--- config.mk ---
export PLATFORM = sky130hd
export DESIGN_NAME = adc_serial_port
export DESIGN_NICKNAME = d
export VERILOG_FILES = /design/src/rtl/adcsp_pkg.sv /design/src/rtl/adcsp_sync.sv /design/src/rtl/adcsp_rdy.sv /design/src/rtl/adcsp_regs.sv /design/src/rtl/adcsp_engine.sv /design/src/rtl/adc_serial_port.sv
export SDC_FILE = /design/constraint.sdc
export NUM_CORES = 1
export LEC_CHECK = 0
export ABC_AREA = 1
export CORE_MARGIN = 2
export CORE_UTILIZATION = 46
export DETAILED_ROUTE_END_ITERATION = 6
export HOLD_SLACK_MARGIN = 0.12
export MAX_ROUTING_LAYER = met4
export PLACE_DENSITY = 0.72
export SLEW_MARGIN = 20
export SYNTH_ARGS = -nofsm -noshare
export SYNTH_HDL_FRONTEND = slang
export SYNTH_SLANG_ARGS = --single-unit
export TNS_END_PERCENT = 10
--- constraint.sdc ---
create_clock -name clk -period 2 [get_ports clk]
set_clock_uncertainty 0.05 [all_clocks]
set_input_delay 0.4 -clock clk [delete_from_list [all_inputs] [get_ports clk]]
set_output_delay 0.4 -clock clk [all_outputs]
set_load 0.03 [all_outputs]
--- src/rtl/adcsp_pkg.sv ---
package adcsp_pkg;

  localparam int ADDR_W = 3;

  // command byte field positions (decoded by the engine)
  localparam int CMD_START_BIT = 7;
  localparam int CMD_RD_BIT    = 6;
  localparam int CMD_ADDR_LSB  = 3;
  localparam int CMD_CR_BIT    = 2;

  localparam logic [ADDR_W-1:0] A_STAT = 3'd0;
  localparam logic [ADDR_W-1:0] A_MODE = 3'd1;
  localparam logic [ADDR_W-1:0] A_CFG  = 3'd2;
  localparam logic [ADDR_W-1:0] A_DATA = 3'd3;

  typedef enum logic [1:0] {
    PH_CMD = 2'd0,   // collecting a command byte
    PH_WR  = 2'd1,   // collecting write data
    PH_RD  = 2'd2,   // shifting a register out
    PH_CRW = 2'd3    // continuous read, waiting for a result
  } phase_t;

endpackage

--- src/rtl/adcsp_sync.sv ---
module adcsp_sync #(
  parameter int STAGES = 2
) (
  input  logic clk,
  input  logic rst,
  input  logic sclk,
  input  logic cs_n,
  input  logic din,
  output logic sclk_rise,
  output logic sclk_fall,
  output logic cs_act,
  output logic din_s
);

  // sck_p[STAGES] is the previous synchronised level, for edge detection
  logic [STAGES:0]   sck_p;
  logic [STAGES-1:0] cs_p;
  logic [STAGES-1:0] din_p;

  always_ff @(posedge clk) begin
    if (rst) begin
      sck_p <= '1;
      cs_p  <= '1;
      din_p <= '0;
    end else begin
      sck_p <= {sck_p[STAGES-1:0], sclk};
      cs_p  <= {cs_p[STAGES-2:0], cs_n};
      din_p <= {din_p[STAGES-2:0], din};
    end
  end

  assign sclk_rise = sck_p[STAGES-1] & ~sck_p[STAGES];
  assign sclk_fall = ~sck_p[STAGES-1] & sck_p[STAGES];
  assign cs_act    = ~cs_p[STAGES-1];
  assign din_s     = din_p[STAGES-1];

endmodule

--- src/rtl/adcsp_rdy.sv ---
module adcsp_rdy (
  input  logic clk,
  input  logic rst,
  input  logic sync_n,
  input  logic conv_soon,
  input  logic conv_valid,
  input  logic rd_done,
  output logic rdy_n,
  output logic flt_hold
);

  always_ff @(posedge clk) begin
    if (rst) begin
      rdy_n    <= 1'b1;
      flt_hold <= 1'b0;
    end else begin
      flt_hold <= ~sync_n;
      if (!sync_n)
        rdy_n <= 1'b1;
      else if (conv_valid)
        rdy_n <= 1'b0;
      else if (conv_soon || rd_done)
        rdy_n <= 1'b1;
    end
  end

endmodule

--- src/rtl/adcsp_regs.sv ---
module adcsp_regs
  import adcsp_pkg::*;
#(
  parameter int          DW       = 24,
  parameter logic [DW-1:0] MODE_RST = 24'h080060,
  parameter logic [DW-1:0] CFG_RST  = 24'h000117
) (
  input  logic              clk,
  input  logic              rst,
  input  logic              wr_en,
  input  logic [ADDR_W-1:0] wr_addr,
  input  logic [DW-1:0]     wr_data,
  input  logic              conv_valid,
  input  logic [DW-1:0]     conv_data,
  input  logic              rdy_n,
  input  logic [ADDR_W-1:0] rd_addr,
  output logic [DW-1:0]     rd_word,
  output logic [DW-1:0]     mode_q,
  output logic [DW-1:0]     cfg_q,
  output logic [DW-1:0]     data_q
);

  always_ff @(posedge clk) begin
    if (rst) begin
      mode_q <= MODE_RST;
      cfg_q  <= CFG_RST;
      data_q <= '0;
    end else begin
      if (wr_en && wr_addr == A_MODE) mode_q <= wr_data;
      if (wr_en && wr_addr == A_CFG)  cfg_q  <= wr_data;
      if (conv_valid)                 data_q <= conv_data;
    end
  end

  // read words are left aligned so the shifter always starts at the MSB
  always_comb begin
    case (rd_addr)
      A_STAT:  rd_word = {rdy_n, {(DW-1){1'b0}}};
      A_MODE:  rd_word = mode_q;
      A_CFG:   rd_word = cfg_q;
      A_DATA:  rd_word = data_q;
      default: rd_word = '0;
    endcase
  end

endmodule

--- src/rtl/adcsp_engine.sv ---
module adcsp_engine
  import adcsp_pkg::*;
#(
  parameter int DW   = 24,
  parameter int CW   = 8,
  parameter int ONES = 32
) (
  input  logic              clk,
  input  logic              rst,
  input  logic              rise,
  input  logic              fall,
  input  logic              cs_act,
  input  logic              din_s,
  input  logic              rdy_n,
  input  logic [DW-1:0]     rd_word,
  input  logic [DW-1:0]     data_q,
  output logic [ADDR_W-1:0] rd_addr,
  output logic              wr_en,
  output logic [ADDR_W-1:0] wr_addr,
  output logic [DW-1:0]     wr_data,
  output logic              rd_done,
  output logic              pin_q,
  output logic              oe_q
);

  localparam int CNTW = $clog2(DW + 1);
  localparam int OW   = $clog2(ONES + 1);
  localparam logic [CNTW-1:0] LAST_C = CNTW'(CW - 1);
  localparam logic [CNTW-1:0] LAST_W = CNTW'(DW - 1);
  localparam logic [OW-1:0]   ONES_LAST = OW'(ONES - 1);

  phase_t              phase;
  logic [CNTW-1:0]     cnt;
  logic [OW-1:0]       ones;
  logic [DW-2:0]       sin;
  logic [DW-1:0]       sh;
  logic [ADDR_W-1:0]   addr_q;
  logic                short_q;
  logic                dat_q;
  logic                out_bit;
  logic                cread_q;

  logic [CW-1:0]       cmd_now;
  logic [ADDR_W-1:0]   cmd_addr;
  logic                cmd_ok;
  logic                cmd_long;

  assign cmd_now  = {sin[CW-2:0], din_s};
  assign cmd_addr = cmd_now[CMD_ADDR_LSB +: ADDR_W];
  assign cmd_ok   = !cmd_now[CMD_START_BIT] && (cmd_now[1:0] == 2'b00);
  assign cmd_long = (cmd_addr == A_MODE) || (cmd_addr == A_CFG) || (cmd_addr == A_DATA);
  assign rd_addr  = cmd_addr;

  always_ff @(posedge clk) begin
    if (rst) begin
      phase   <= PH_CMD;
      cnt     <= '0;
      ones    <= '0;
      sin     <= '0;
      sh      <= '0;
      addr_q  <= '0;
      short_q <= 1'b0;
      dat_q   <= 1'b0;
      out_bit <= 1'b1;
      cread_q <= 1'b0;
      wr_en   <= 1'b0;
      wr_addr <= '0;
      wr_data <= '0;
      rd_done <= 1'b0;
      pin_q   <= 1'b1;
      oe_q    <= 1'b0;
    end else begin
      wr_en   <= 1'b0;
      rd_done <= 1'b0;
      oe_q    <= cs_act;
      pin_q   <= (phase == PH_RD) ? out_bit : rdy_n;

      if (!cs_act) begin
        phase <= cread_q ? PH_CRW : PH_CMD;
        cnt   <= '0;
        ones  <= '0;
      end else if (rise && din_s && ones == ONES_LAST) begin
        phase   <= PH_CMD;
        cread_q <= 1'b0;
        cnt     <= '0;
        ones    <= '0;
      end else begin
        if (rise) ones <= din_s ? ones + 1'b1 : '0;

        case (phase)
          PH_CMD: begin
            if (rise) begin
              sin <= {sin[DW-3:0], din_s};
              if (cnt == LAST_C) begin
                cnt <= '0;
                if (cmd_ok) begin
                  if (cmd_now[CMD_RD_BIT]) begin
                    if (cmd_addr == A_DATA && cmd_now[CMD_CR_BIT]) begin
                      cread_q <= 1'b1;
                      phase   <= PH_CRW;
                    end else begin
                      sh      <= rd_word;
                      short_q <= !cmd_long;
                      dat_q   <= (cmd_addr == A_DATA);
                      phase   <= PH_RD;
                    end
                  end else if (cmd_addr == A_MODE || cmd_addr == A_CFG) begin
                    addr_q <= cmd_addr;
                    phase  <= PH_WR;
                  end
                end
              end else begin
                cnt <= cnt + 1'b1;
              end
            end
          end

          PH_WR: begin
            if (rise) begin
              sin <= {sin[DW-3:0], din_s};
              if (cnt == LAST_W) begin
                cnt     <= '0;
                wr_en   <= 1'b1;
                wr_addr <= addr_q;
                wr_data <= {sin, din_s};
                phase   <= PH_CMD;
              end else begin
                cnt <= cnt + 1'b1;
              end
            end
          end

          PH_RD: begin
            if (fall) begin
              out_bit <= sh[DW-1];
              sh      <= {sh[DW-2:0], 1'b0};
            end
            if (rise) begin
              if (cnt == (short_q ? LAST_C : LAST_W)) begin
                cnt   <= '0;
                phase <= cread_q ? PH_CRW : PH_CMD;
                if (dat_q) rd_done <= 1'b1;
              end else begin
                cnt <= cnt + 1'b1;
              end
            end
          end

          PH_CRW: begin
            if (fall && !rdy_n) begin
              out_bit <= data_q[DW-1];
              sh      <= {data_q[DW-2:0], 1'b0};
              short_q <= 1'b0;
              dat_q   <= 1'b1;
              cnt     <= '0;
              phase   <= PH_RD;
            end
          end

          default: phase <= PH_CMD;
        endcase
      end
    end
  end

endmodule

--- src/rtl/adc_serial_port.sv ---
module adc_serial_port
  import adcsp_pkg::*;
#(
  parameter int            DW       = 24,
  parameter int            CW       = 8,
  parameter int            ONES     = 32,
  parameter int            STAGES   = 2,
  parameter logic [DW-1:0] MODE_RST = 24'h080060,
  parameter logic [DW-1:0] CFG_RST  = 24'h000117
) (
  input  logic          clk,
  input  logic          rst,
  input  logic          sclk,
  input  logic          cs_n,
  input  logic          din,
  output logic          dout_rdy_n,
  output logic          dout_oe,
  input  logic          sync_n,
  input  logic          conv_soon,
  input  logic          conv_valid,
  input  logic [DW-1:0] conv_data,
  output logic [DW-1:0] mode_reg,
  output logic [DW-1:0] cfg_reg,
  output logic          flt_hold
);

  logic              sclk_rise;
  logic              sclk_fall;
  logic              cs_act;
  logic              din_s;
  logic              rdy_n;
  logic              rd_done;
  logic              wr_en;
  logic [ADDR_W-1:0] wr_addr;
  logic [DW-1:0]     wr_data;
  logic [ADDR_W-1:0] rd_addr;
  logic [DW-1:0]     rd_word;
  logic [DW-1:0]     data_q;

  adcsp_sync #(.STAGES(STAGES)) u_sync (
    .clk(clk), .rst(rst), .sclk(sclk), .cs_n(cs_n), .din(din),
    .sclk_rise(sclk_rise), .sclk_fall(sclk_fall), .cs_act(cs_act), .din_s(din_s)
  );

  adcsp_rdy u_rdy (
    .clk(clk), .rst(rst), .sync_n(sync_n), .conv_soon(conv_soon),
    .conv_valid(conv_valid), .rd_done(rd_done), .rdy_n(rdy_n), .flt_hold(flt_hold)
  );

  adcsp_regs #(.DW(DW), .MODE_RST(MODE_RST), .CFG_RST(CFG_RST)) u_regs (
    .clk(clk), .rst(rst), .wr_en(wr_en), .wr_addr(wr_addr), .wr_data(wr_data),
    .conv_valid(conv_valid), .conv_data(conv_data), .rdy_n(rdy_n),
    .rd_addr(rd_addr), .rd_word(rd_word), .mode_q(mode_reg), .cfg_q(cfg_reg),
    .data_q(data_q)
  );

  adcsp_engine #(.DW(DW), .CW(CW), .ONES(ONES)) u_eng (
    .clk(clk), .rst(rst), .rise(sclk_rise), .fall(sclk_fall), .cs_act(cs_act),
    .din_s(din_s), .rdy_n(rdy_n), .rd_word(rd_word), .data_q(data_q),
    .rd_addr(rd_addr), .wr_en(wr_en), .wr_addr(wr_addr), .wr_data(wr_data),
    .rd_done(rd_done), .pin_q(dout_rdy_n), .oe_q(dout_oe)
  );

endmodule

==> key figures <==
STA
  – RSZ-0062 raised after global routing: false
  – Final Max Tran Viols: 0
  – Final WS setup: 0.03529 ns
  – Tmin final: 1.965 ns
  – Setup Viol. Count Final: 0
  – Setup TNS: 0 ns
  – Fmax: 0.5090 GHz
  – Fin. Hold Viols: 0
  – Max_slew headroom: 0.7447
  – Slew @ Worst Pin: 0.3790 ns
  – Worst hold margin: between 0.3 and 0.4 ns
  – Final period utilization: 0.9824

Critical path
  – Flop2flop setup slack: 0.17 ns
  – Worst path cell trace: clkdlybuf4s50_1
  – Worst Path Arrival: 1.51 ns
  – Setup crit start kind: register
  – Number of cells on the critical path: 1
  – Crit path kind: register to output port
  – RR Startpoint: u_eng.ones[0]$_SDFFE_PP0N_
  – Crit Path Max Fanout: 3
  – Critical-path top delay cell: clkdlybuf4s50_1
  – Crit path max-delay family: buffers and inverters
  – Critical R2R Capture: u_eng.sin[1]$_SDFFE_PP0P_
  – Setup crit end kind: output port
  – CP required: 1.55 ns
  – CP max stage delay: 0.69 ns
  – CP Buf/Inv Count: 1
  – Worst Reg2Reg Path Length in Cells: 9

Final layout
  – Commonest non-fill, non-tap cell in the layout: nand2_1
  – Most frequent cells in the layout: 188 x nand2_1, 177 x dfxtp_1, 135 x nor2_1
  – Fillers: ~1500
  – Share of cells above drive strength 1: 0.08987
  – Nets@finish: 1156
  – Ant. Diodes: 0
  – Post-route cell area: around 9400 µm²
  – Final core utilization: 0.5848
  – Synth-to-layout area growth: 23.52%

Synthesis
  – Post-synthesis sequential area ratio: 0.4731
  – Synth warnings: 0
  – Post-synthesis cell count: 1042
  – Syn Nets: 1076
  – Number of synthesized register bits: 179
  – Mean instance size in the synthesized netlist: 7.269 µm²
  – Mapped Area: roughly 7600 µm²
  – Unique cell type count in the Yosys netlist: 38

Global routing
  – GRT Total Usage: 0.2469
  – Global-route wire length before repair: 33470 µm
  – Largest net degree at the start of global routing: 97
  – Met3 usage: 0.05152
  – Antenna violations before repair: 0
  – GRT met2 Usage: 0.3587
  – Met1 Resource Use GR: 0.3382
  – Most Crowded Layer GR: met2
  – GRT overflow: 0
  – Number of global-route vias before repair: 6444

Run
  – Number of max-cap violations: 0

Worst hold path
  – Hold_sp: u_sync.din_p[0]$_SDFF_PP0_
  – Hold Path Depth: 2
  – HP Class: register to register
  – Hold Path Sink: u_sync.din_p[1]$_SDFF_PP0_

Clock tree
  – CTS tree: built
  – CTS Buf Count: 17
  – Max Root-Sink Buffers: 2
  – Root Buffer: clkbuf_16
  – Setup Buffers After CTS: 0
  – CTS clock-pin slew for the worst setup and hold paths: 0.07 ns
  – Worst skew pair latency: 0.44 ns
  – CTS H-tree depth: 4
  – Clock sinks: 179

Outcome
  – Outcome: finished clean

Place
  – Placed Instance Area: 8748 µm²
  – Post-DP HPWL: 14850 µm
  – Final Wtd Congestion: 1.064
  – IO buf count: 82
  – Worst slack, placed: ~0.094 ns

Die
  – Die width: 132.3 µm
  – # rows: 46
  – Initial cell density of the core: 0.4734
  – Core area: 16000 µm²
  – Die Y: 132.3 µm
  – Ports: 83
  – Die area: roughly 18000 µm²

Detailed routing
  – DR WL/cell: 15.44 µm
  – DRC viols: 0
  – Via-per-instance ratio: 5.309
  – WL final: 20860 µm
  – Initial DRC count: 674
  – Detailed Routing Iterations Pass 1: 7
  – Via count: 7172
  – Post-route ant nets: 0

Power and ir drop
  – Leakage power: 4.216 nW
  – VDD IR max: between 600 and 700 µV
  – Pwr Density: between 700 and 800 nW/µm²
## sequential cells by signal, indices dropped and copies added (netlist names), 2 cells and up
register,cells
u_eng.sin,23
u_eng.ones,6
u_sync.din_p,2
u_eng.wr_data,24
u_eng.sh,24
u_eng.wr_addr,3
u_eng.cnt,5
u_sync.cs_p,2
u_regs.mode_q,24
u_regs.data_q,24
u_eng.phase,2
u_eng.addr_q,3
u_regs.cfg_q,24
u_sync.sck_p,3
## metrics by stage
stage	total power (W)	std cells
after floorplan	0.003974	1042
after global placement	0.004157	1319
after detailed placement	0.004157	1319
after CTS	0.007282	1351
after global routing	0.007514	1351
final	0.007248	1351
## synthesized netlist by cell type
cell / n / share of area
a211oi_1: 1 / 0.00099
a21oi_1: 109 / 0.072
a221oi_1: 2 / 0.0023
a22oi_1: 2 / 0.0020
and3_1: 1 / 0.00083
buf_2: 13 / 0.0086
buf_4: 8 / 0.0079
buf_6: 2 / 0.0030
clkbuf_1: 35 / 0.017
clkbuf_2: 1 / 0.00066
clkinv_1: 1 / 0.00050
dfxtp_1: 179 / 0.47
ha_1: 2 / 0.0033
inv_1: 102 / 0.051
inv_2: 5 / 0.0025
inv_4: 1 / 0.00083
nand2_1: 188 / 0.093
nand2_2: 1 / 0.00083
nand2_4: 4 / 0.0059
nand3_1: 35 / 0.023
nand3_2: 2 / 0.0026
nand4_1: 6 / 0.0050
nor2_1: 137 / 0.068
nor2_2: 3 / 0.0025
nor3_1: 9 / 0.0059
nor3_2: 1 / 0.0013
nor3_4: 2 / 0.0043
nor4_1: 1 / 0.00083
o211ai_1: 17 / 0.017
o21ai_0: 125 / 0.083
o21ai_1: 11 / 0.0073
o21ai_2: 1 / 0.0012
o21bai_1: 12 / 0.012
o221ai_1: 2 / 0.0023
o22ai_1: 13 / 0.011
o31ai_1: 1 / 0.00099
or2_2: 5 / 0.0041
xor2_1: 2 / 0.0023
## final cells by class
cell class | instances | area [µm²] | area share
Tap cell | 216 | 270.3 | 0.02888
Sequential cell | 179 | 3586 | 0.3833
Clock inverter | 13 | 116.4 | 0.01244
Clock buffer | 19 | 442.9 | 0.04734
Multi-Input combinational cell | 695 | 3313 | 0.3541
Timing Repair Buffer | 120 | 1212 | 0.1296
Inverter | 109 | 415.4 | 0.04440
## metal layers
layer / vias up / share of wire
li1: 3569 / -
met1: 3322 / 0.48
met2: 250 / 0.44
met3: 31 / 0.065
met4: 0 / 0.023
met5: - / 0
## power by group
part | internal, W | switching (W)
Combinational | 0.000165 | 0.000266
Clock | 0.00167 | 0.00150
Sequential | 0.00362 | 0.0000350
Total | 0.00545 | 0.00180
## cell families after synthesis
logic type / synth area share
AOI/OAI and AO/OA: 0.2111
xor gates and xnor gates: 0.002313
adders and majority gates: 0.003303
buffers and inverters: 0.09184
DFF: 0.4731
and+or+nand+nor: 0.2184
## worst max path at each step
| stage | slack [ns] | endpoint | start |
|---|---|---|---|
| 2_1_floorplan | 0.31 | u_eng.sin[14]$_SDFFE_PP0P_ | u_eng.ones[0]$_SDFFE_PP0N_ |
| 6_report | 0.04 | mode_reg[8] | u_regs.mode_q[8]$_SDFFE_PP0P_ |
| 3_5_place_dp | 0.09 | u_eng.wr_data[15]$_SDFFE_PP0P_ | rst |
| 5_1_grt | 0.003 | mode_reg[7] | u_regs.mode_q[7]$_SDFFE_PP0P_ |
| 4_1_cts | 0.0002 | mode_reg[2] | u_regs.mode_q[2]$_SDFFE_PP0P_ |
| 3_3_place_gp | 0.10 | u_regs.data_q[19]$_SDFFE_PP0P_ | rst |
## repair_timing
action,4_1_cts,5_1_grt
cloned,0,0
setup endpoints to repair,9,40
pin swaps,0,1
hold buffers,0,0
gates resized for setup,9,25
Power figures use the tool's default switching activity.
